<file path="src/rtl/bus_clk_ratio_pkg.sv">
`timescale 1ns/1ps
package bus_clk_ratio_pkg;
  localparam int MAX_DIV = 8;
  localparam int CNT_W   = $clog2(MAX_DIV);
  // bit positions decoded by software
  localparam int B_PHALF = 0;
  localparam int B_HSEL  = 1;
  localparam int B_USB   = 3;
  localparam int B_OV6   = 8;
  localparam int B_OV8   = 9;

  typedef struct packed {
    logic [1:0] hsel;
    logic       phalf;
    logic       ov8;
    logic       ov6;
  } ratio_sel_t;

  typedef logic [CNT_W-1:0] reload_t;
endpackage

</file>
<file path="src/rtl/ratio_decode.sv">
`timescale 1ns/1ps
module ratio_decode
  import bus_clk_ratio_pkg::*;
(
  input  ratio_sel_t sel_i,
  output reload_t    reload_o
);
  // reload value is period minus one
  always_comb begin
    unique case (sel_i.hsel)
      2'b00:   reload_o = reload_t'(0);
      2'b01:   reload_o = reload_t'(1);
      2'b10:   reload_o = sel_i.ov8 ? reload_t'(7) : reload_t'(3);
      default: reload_o = sel_i.ov6 ? reload_t'(5) : reload_t'(2);
    endcase
  end
endmodule

</file>
<file path="src/rtl/ratio_regs.sv">
`timescale 1ns/1ps
module ratio_regs
  import bus_clk_ratio_pkg::*;
#(
  parameter int DATA_W = 16
) (
  input  logic              clk_i,
  input  logic              rst_ni,
  input  logic              wr_en_i,
  input  logic              addr_i,
  input  logic [DATA_W-1:0] wdata_i,
  output ratio_sel_t        sel_o,
  output logic              usb_half_o,
  output logic [DATA_W-1:0] rdata_o
);
  ratio_sel_t sel_q;
  logic       usb_q;

  always_ff @(posedge clk_i or negedge rst_ni) begin
    if (!rst_ni) begin
      sel_q <= '0;
      usb_q <= 1'b0;
    end else if (wr_en_i) begin
      if (!addr_i) begin
        sel_q.phalf <= wdata_i[B_PHALF];
        sel_q.hsel  <= wdata_i[B_HSEL+1:B_HSEL];
        usb_q       <= wdata_i[B_USB];
      end else begin
        sel_q.ov6 <= wdata_i[B_OV6];
        sel_q.ov8 <= wdata_i[B_OV8];
      end
    end
  end

  always_comb begin
    rdata_o = '0;
    if (!addr_i) begin
      rdata_o[B_PHALF]           = sel_q.phalf;
      rdata_o[B_HSEL+1:B_HSEL]   = sel_q.hsel;
      rdata_o[B_USB]             = usb_q;
    end else begin
      rdata_o[B_OV6] = sel_q.ov6;
      rdata_o[B_OV8] = sel_q.ov8;
    end
  end

  assign sel_o      = sel_q;
  assign usb_half_o = usb_q;

  p_usb_follow_r6: assert property (@(posedge clk_i) disable iff (!rst_ni)
    $past(wr_en_i && !addr_i) |-> (usb_half_o == $past(wdata_i[B_USB])));
  p_rsvd_main_r10: assert property (@(posedge clk_i) disable iff (!rst_ni)
    !addr_i |-> (rdata_o[DATA_W-1:B_USB+1] == '0));
  p_rsvd_aux_r10: assert property (@(posedge clk_i) disable iff (!rst_ni)
    addr_i |-> (rdata_o[B_OV6-1:0] == '0));
endmodule

</file>
<file path="src/rtl/strobe_gen.sv">
`timescale 1ns/1ps
module strobe_gen
  import bus_clk_ratio_pkg::*;
(
  input  logic       clk_i,
  input  logic       rst_ni,
  input  ratio_sel_t pend_i,
  output logic       hclk_en_o,
  output logic       pclk_en_o
);
  ratio_sel_t act_q;
  reload_t    cnt_q;
  logic       pph_q;
  reload_t    act_reload, pend_reload;
  logic       boundary;

  ratio_decode u_dec_act  (.sel_i(act_q),  .reload_o(act_reload));
  ratio_decode u_dec_pend (.sel_i(pend_i), .reload_o(pend_reload));

  assign hclk_en_o = (cnt_q == '0);
  assign pclk_en_o = hclk_en_o && !pph_q;
  assign boundary  = pclk_en_o;

  always_ff @(posedge clk_i or negedge rst_ni) begin
    if (!rst_ni) begin
      act_q <= '0;
      cnt_q <= '0;
      pph_q <= 1'b0;
    end else if (boundary) begin
      // switch-over point: both strobes fire together
      act_q <= pend_i;
      cnt_q <= pend_reload;
      pph_q <= pend_i.phalf;
    end else if (hclk_en_o) begin
      cnt_q <= act_reload;
      pph_q <= 1'b0;
    end else begin
      cnt_q <= cnt_q - reload_t'(1);
    end
  end

  p_pclk_in_hclk_r5: assert property (@(posedge clk_i) disable iff (!rst_ni)
    pclk_en_o |-> hclk_en_o);
  p_switch_at_boundary_r9: assert property (@(posedge clk_i) disable iff (!rst_ni)
    (act_q != $past(act_q)) |-> $past(pclk_en_o));
  p_hclk_gap_r8: assert property (@(posedge clk_i) disable iff (!rst_ni)
    (hclk_en_o && !pclk_en_o && act_reload != '0) |=> !hclk_en_o);
  p_phalf_skip_r5: assert property (@(posedge clk_i) disable iff (!rst_ni)
    (pclk_en_o && pend_i.phalf) |=> !pclk_en_o);
endmodule

</file>
<file path="src/rtl/bus_clk_ratio.sv">
`timescale 1ns/1ps
module bus_clk_ratio
  import bus_clk_ratio_pkg::*;
#(
  parameter int DATA_W = 16
) (
  input  logic              clk_i,
  input  logic              rst_ni,
  input  logic              wr_en_i,
  input  logic              addr_i,
  input  logic [DATA_W-1:0] wdata_i,
  output logic [DATA_W-1:0] rdata_o,
  output logic              hclk_en_o,
  output logic              pclk_en_o,
  output logic              usb_half_o
);
  ratio_sel_t pend_sel;

  ratio_regs #(.DATA_W(DATA_W)) u_regs (
    .clk_i      (clk_i),
    .rst_ni     (rst_ni),
    .wr_en_i    (wr_en_i),
    .addr_i     (addr_i),
    .wdata_i    (wdata_i),
    .sel_o      (pend_sel),
    .usb_half_o (usb_half_o),
    .rdata_o    (rdata_o)
  );

  strobe_gen u_strobe (
    .clk_i     (clk_i),
    .rst_ni    (rst_ni),
    .pend_i    (pend_sel),
    .hclk_en_o (hclk_en_o),
    .pclk_en_o (pclk_en_o)
  );

  p_reset_ratio_r1: assert property (@(posedge clk_i) disable iff (!rst_ni)
    $rose(rst_ni) |-> (hclk_en_o && pclk_en_o));
endmodule

</file>
<file path="config.mk">
export PLATFORM = sky130hd
export DESIGN_NAME = bus_clk_ratio
export DESIGN_NICKNAME = d
export VERILOG_FILES = /design/src/rtl/bus_clk_ratio_pkg.sv /design/src/rtl/ratio_decode.sv /design/src/rtl/ratio_regs.sv /design/src/rtl/strobe_gen.sv /design/src/rtl/bus_clk_ratio.sv
export SDC_FILE = /design/constraint.sdc
export NUM_CORES = 1
export LEC_CHECK = 0
export BUFFER_PORTS_ARGS = -buffer_cell sky130_fd_sc_hd__buf_2
export CORE_UTILIZATION = 45
export CTS_CLUSTER_DIAMETER = 120
export DETAILED_ROUTE_END_ITERATION = 16
export PLACE_DENSITY = 0.8
export SLEW_MARGIN = 15
export SYNTH_ARGS = -nofsm -noshare
export SYNTH_HDL_FRONTEND = slang
export SYNTH_SLANG_ARGS = --single-unit
</file>
<file path="constraint.sdc">
create_clock -name clk_i -period 1.75 [get_ports clk_i]
set_input_delay 0.0875 -clock clk_i [delete_from_list [all_inputs] [get_ports clk_i]]
set_output_delay 0.0875 -clock clk_i [all_outputs]
set_load 0.1 [all_outputs]
</file>
=== Word-level counts from Yosys, hierarchy flattened ===
Index checks and enable logic that the tools add are counted.

* Output and inout port bits: 19
* RAM bits: 0
* Memories: 0
* Bits in read-only memories: 0
* Latch bits: 0
* Register bits after elaboration: 14

* Multiply operators: 0
* Div/mod/pow operators: 0
* Bitwise gates (word level): 1
* $add $sub $neg: 1
* Reduce and logical (&&, ||, !) cells: 8
* Muxes and demuxes: 12
* Eq/ne operators: 4
* Shift operators: 0
* Magnitude comparators: 0

{| class="wikitable"
|+ Operator list
! kind !! count
|-
| $mux W3 || 6
|-
| $pmux W3 S3 || 2
|-
| $eq A2 B1 Y1 const B || 2
|-
| $eq A2 B2 Y1 const B || 2
|-
| $logic_not A2 Y1 || 2
|-
| $mux W4 || 1
|-
| $reduce_and A2 Y1 || 2
|-
| $logic_not A3 Y1 || 1
|-
| $sub A3 B1 Y3 const B || 1
|-
| $mux W1 || 2
|-
| $mux W2 || 1
|-
| $reduce_bool A2 Y1 || 1
|-
| $logic_and A1 B1 Y1 || 1
|-
| $logic_not A1 Y1 || 1
|-
| $not A1 Y1 || 1
|}

=== Depth between registers and ports, before layout ===
* Word-level depth: 4
* Depth in mapped cells: 6
* Mapped depth without buffers: 6

=== By module ===
Synthesis repeated with hierarchy kept, for this count alone.

* Cells, all modules: 81
* Area total of the unflattened synthesis: 942.2 sq um

{| class="wikitable"
|+ Modules (own cells, without submodules)
! module !! cells each !! area an instance (sq um) !! times used
|-
| strobe_gen || 32 || 450.4 || 1
|-
| ratio_regs || 31 || 351.6 || 1
|-
| ratio_decode || 9 || 70.1 || 2
|}

=== Worst setup path before layout ===
No wires, ideal clock.

* Path kind: register to output
* Start point: register u_regs.usb_q, in the netlist u_regs.usb_half_o
* End point: output port rdata_o[3]
* Arrival: 2359 ps
* Cell stages (with the launch flop): 2
* Buffers on the path: 0
* Setup slack: -696 ps
* Cell sequence: dfrtp_1 nor2b_1

* Word-level cells in the longest chain between the ends: 1

{| class="wikitable"
|+ RTL lines
! what !! line !! RTL
|-
| from (decl) || ratio_regs.sv:17 || <nowiki>logic usb_q;</nowiki>
|-
| from (signal assigned) || ratio_regs.sv:27 || <nowiki>usb_q <= wdata_i[B_USB];</nowiki>
|-
| $mux W4 || ratio_regs.sv:37 || <nowiki>if (!addr_i) begin</nowiki>
|-
| to (decl) || bus_clk_ratio.sv:12 || <nowiki>output logic [DATA_W-1:0] rdata_o,</nowiki>
|}

Every way passes these cells.

=== Worst setup path in the final report ===
* Start point: register u_strobe.cnt_q[0]
* End point: output port hclk_en_o

* Word-level cells in the longest chain between the ends: 1

{| class="wikitable"
|+ RTL lines
! what !! line !! RTL
|-
| from (decl) || strobe_gen.sv:12 || <nowiki>reload_t cnt_q;</nowiki>
|-
| from (signal assigned) || strobe_gen.sv:32 || <nowiki>cnt_q <= pend_reload;</nowiki>
|-
| from (signal assigned) || strobe_gen.sv:35 || <nowiki>cnt_q <= act_reload;</nowiki>
|-
| from (signal assigned) || strobe_gen.sv:38 || <nowiki>cnt_q <= cnt_q - reload_t'(1);</nowiki>
|-
| $logic_not A3 Y1 || strobe_gen.sv:20 || <nowiki>assign hclk_en_o = (cnt_q == '0);</nowiki>
|-
| to (decl) || bus_clk_ratio.sv:13 || <nowiki>output logic hclk_en_o,</nowiki>
|}

Every way passes these cells.

==> impl_metrics.env <==
export IMPL_yosys_area_top_type="dfrtp_1"
export IMPL_syn_inst=80
export IMPL_clkLatencyLatePin_ps=270
export IMPL_cts_buffer_depth=2
export IMPL_synth_edf_count=0
export IMPL_cts_sinks=14
export IMPL_cp_arrival_ps=1540
export IMPL_skew_ps=2.826
export IMPL_cap_violations=0
export IMPL_final_hold_violation_count=0
export IMPL_cts_tree="yes"
export IMPL_cp_max_fo=6
export IMPL_startpoint_type="flip-flop"
export IMPL_vias_per_cell=4.635
export IMPL_async_flop_share_pct=100.0
export IMPL_min_from="wdata_i[1]"
export IMPL_ios=39
export IMPL_synth_seq_cells=14
export IMPL_r2r_setup_slack_ps=270
export IMPL_htree_levels=1
export IMPL_outcome="completed"
export IMPL_drive_above_1_share_pct=34.65
export IMPL_fp_dieH_microns=45.16
export IMPL_synth_top_cell_area_share_pct=41.79
export IMPL_max_freq_mhz=613.2
export IMPL_drt_initial_drc_count=9
export IMPL_antenna_found_initial=0
export IMPL_ant_nets=0
export IMPL_netlist_area_sq_um=838.3
export IMPL_core_area_sq_um=1745
export IMPL_die_area_sq_um=2039
export IMPL_setup_worst_path_end_class="primary output"
export IMPL_avgSynthCellArea_sq_um=10.48
export IMPL_nNetsFinal=129
export IMPL_r2r_cells=4
export IMPL_setup_violations=0
export IMPL_synthTopCellsByCount="dfrtp_1, buf_4, mux2_2"
export IMPL_port_buffers=18
export IMPL_finalWirelength_microns=1323
export IMPL_grt_max_degree=15
export IMPL_hp_class="input port to flip-flop"
export IMPL_setup_worst_path_class="flip-flop to primary output"
export IMPL_drt_pass1_iter_count=4
export IMPL_route_vias_total=584
export IMPL_worstHoldEndpoint="u_regs.sel_o[3]$_DFFE_PN0P_"
export IMPL_grtUsageMet3_pct=2.400
export IMPL_gp_congestion=0.6877
export IMPL_finalPower_mw=1.582
export IMPL_pwr_density_cell_nw_per_um2=1612
export IMPL_p_leak_nw=0.4960
export IMPL_met2_usage_pct=26.09
export IMPL_avgRoutedWirePerCell_microns=10.50
export IMPL_slew_viol_final=0
export IMPL_cts_root_buffer="clkbuf_4"
export IMPL_rows=15
export IMPL_postCtsSetupRepairBufs=0
export IMPL_grtUsageTotal_pct=15.01
export IMPL_peakVddDrop_mv=0.7875
export IMPL_r2r_end="u_strobe.cnt_q[1]$_DFF_PN0_"
export IMPL_fin_crit_sh_pct=93.19
export IMPL_required_ps=1660
export IMPL_die_w_microns=45.16
export IMPL_path_clk_slew_ps=70
export IMPL_cts_made_buffers=3
export IMPL_grt_overflow=0
export IMPL_grt_pass1_wl_microns=2118
export IMPL_ys_warn_count=0
export IMPL_r2r_start="u_regs.sel_o[4]$_DFFE_PN0P_"
export IMPL_antenna_cells=0
export IMPL_rsz0062_at_grt="false"
export IMPL_start_util_pct=48.03
export IMPL_syn_to_final_growth_pct=17.01
export IMPL_place_inst=122
export IMPL_ys_flop_type="dfrtp_1"
export IMPL_top_usage_layer="met2"
export IMPL_setup_tns_ps=0
export IMPL_use_met1_pct=17.14
export IMPL_fin_crit_ps=1631
export IMPL_grt_pass1_vias=526
export IMPL_fin_hold_ws_ps=22.38
export IMPL_dp_hpwl_microns=1041
export IMPL_drc=0
export IMPL_hold_depth=3
export IMPL_fin_util_pct=56.20
export IMPL_layout_cells_non_filler=126
export IMPL_synth_area_top_cells="dfrtp_1, mux2_2, buf_4, ha_1, nor2b_1"
export IMPL_synth_most_common_cell="dfrtp_1"
export IMPL_seq_area_frac_synth_pct=41.79
export IMPL_synth_cell_type_count=21
## sequential cells by signal, indices dropped and copies added, names as in the netlist
name               flops
u_regs.sel_o           5
u_strobe.cnt_q         3
u_strobe.act_q         4
u_regs.usb_half_o      1
u_strobe.pph_q         1
## routing by layer
metal / vias to the layer above / wire (microns)
met2: 26 / 675
met3: 2 / 68
met1: 266 / 571
li1: 290 / -
met5: - / 0
met4: 0 / 8
## where the power goes
part | internal [mW] | total, mW | switching [mW]
logic | 0.303 | 0.893 | 0.590
clock network | 0.0795 | 0.172 | 0.0929
registers | 0.440 | 0.517 | 0.0771
total | 0.822 | 1.58 | 0.760
## timing repair
item | 4_1_cts | 5_1_grt
hold buffers | 1 | 0
setup endpoints to repair | 0 | 1
resized for setup | 0 | 1
endpoints found under the hold margin | 14 | 0
## layout make-up
| type | count | area, sq um |
|---|---|---|
| Inverter | 6 | 22.52 |
| Fill cell | 163 | 764.5 |
| Multi-Input combinational cell | 59 | 436.7 |
| Tap cell | 25 | 31.28 |
| Timing Repair Buffer | 19 | 117.6 |
| Clock buffer | 3 | 22.52 |
| Sequential cell | 14 | 350.3 |
## layout by cell type (no fill, tap or decap), drive strengths merged, types with 2 or more instances in the layout
master  Yosys  routed
nand2       5       5
conb        1      10
and2        3       3
dfrtp      14      14
mux2        8       8
buf        10      17
clkbuf      0       4
ha          6       6
mux2i       2       2
o21ai       4       4
inv         6       6
nor2b       6       6
or3         2       2
nor2        6       6
## worst max-delay path: stages (launching register included)
cell	delay, ps
dfrtp_1	360
inv_1	90
ha_1	230
nand2b_4	90
inv_1	150
clkbuf_4	360
## metrics by stage
stage	instance area, sq um	setup WS [ps]
6_report	980.9	119.2
5_1_grt	980.9	31.00
4_1_cts	978.4	5.776
3_5_place_dp	945.9	271.4
3_3_place_gp	945.9	301.3
2_1_floorplan	884.6	-24.69
## logic make-up after synthesis
logic type                 Yosys count  share of synthesized area (%)
and+or+nand+nor                     24                          16.72
buffers and inverters               16                          11.64
DFF                                 14                          41.79
muxes                               10                          13.13
AOI/OAI and AO/OA                    9                          7.315
adders and majority gates            6                          8.955
other                                1                         0.4473
## worst max-delay path by stage
stage	from	end	slack (ps)	depth (start not counted)
after floorplan	u_strobe.cnt_q[0]$_DFF_PN0_	u_strobe.act_q[0]$_DFFE_PN0P_	-20	5
after global placement	u_regs.sel_o[4]$_DFFE_PN0P_	u_strobe.cnt_q[1]$_DFF_PN0_	300	4
after detailed placement	u_strobe.cnt_q[0]$_DFF_PN0_	u_strobe.act_q[0]$_DFFE_PN0P_	270	5
after CTS	u_strobe.cnt_q[0]$_DFF_PN0_	hclk_en_o	6	5
after global routing	u_strobe.cnt_q[0]$_DFF_PN0_	hclk_en_o	30	5
final	u_strobe.cnt_q[0]$_DFF_PN0_	hclk_en_o	120	5
(Power assumes the default switching activity.)
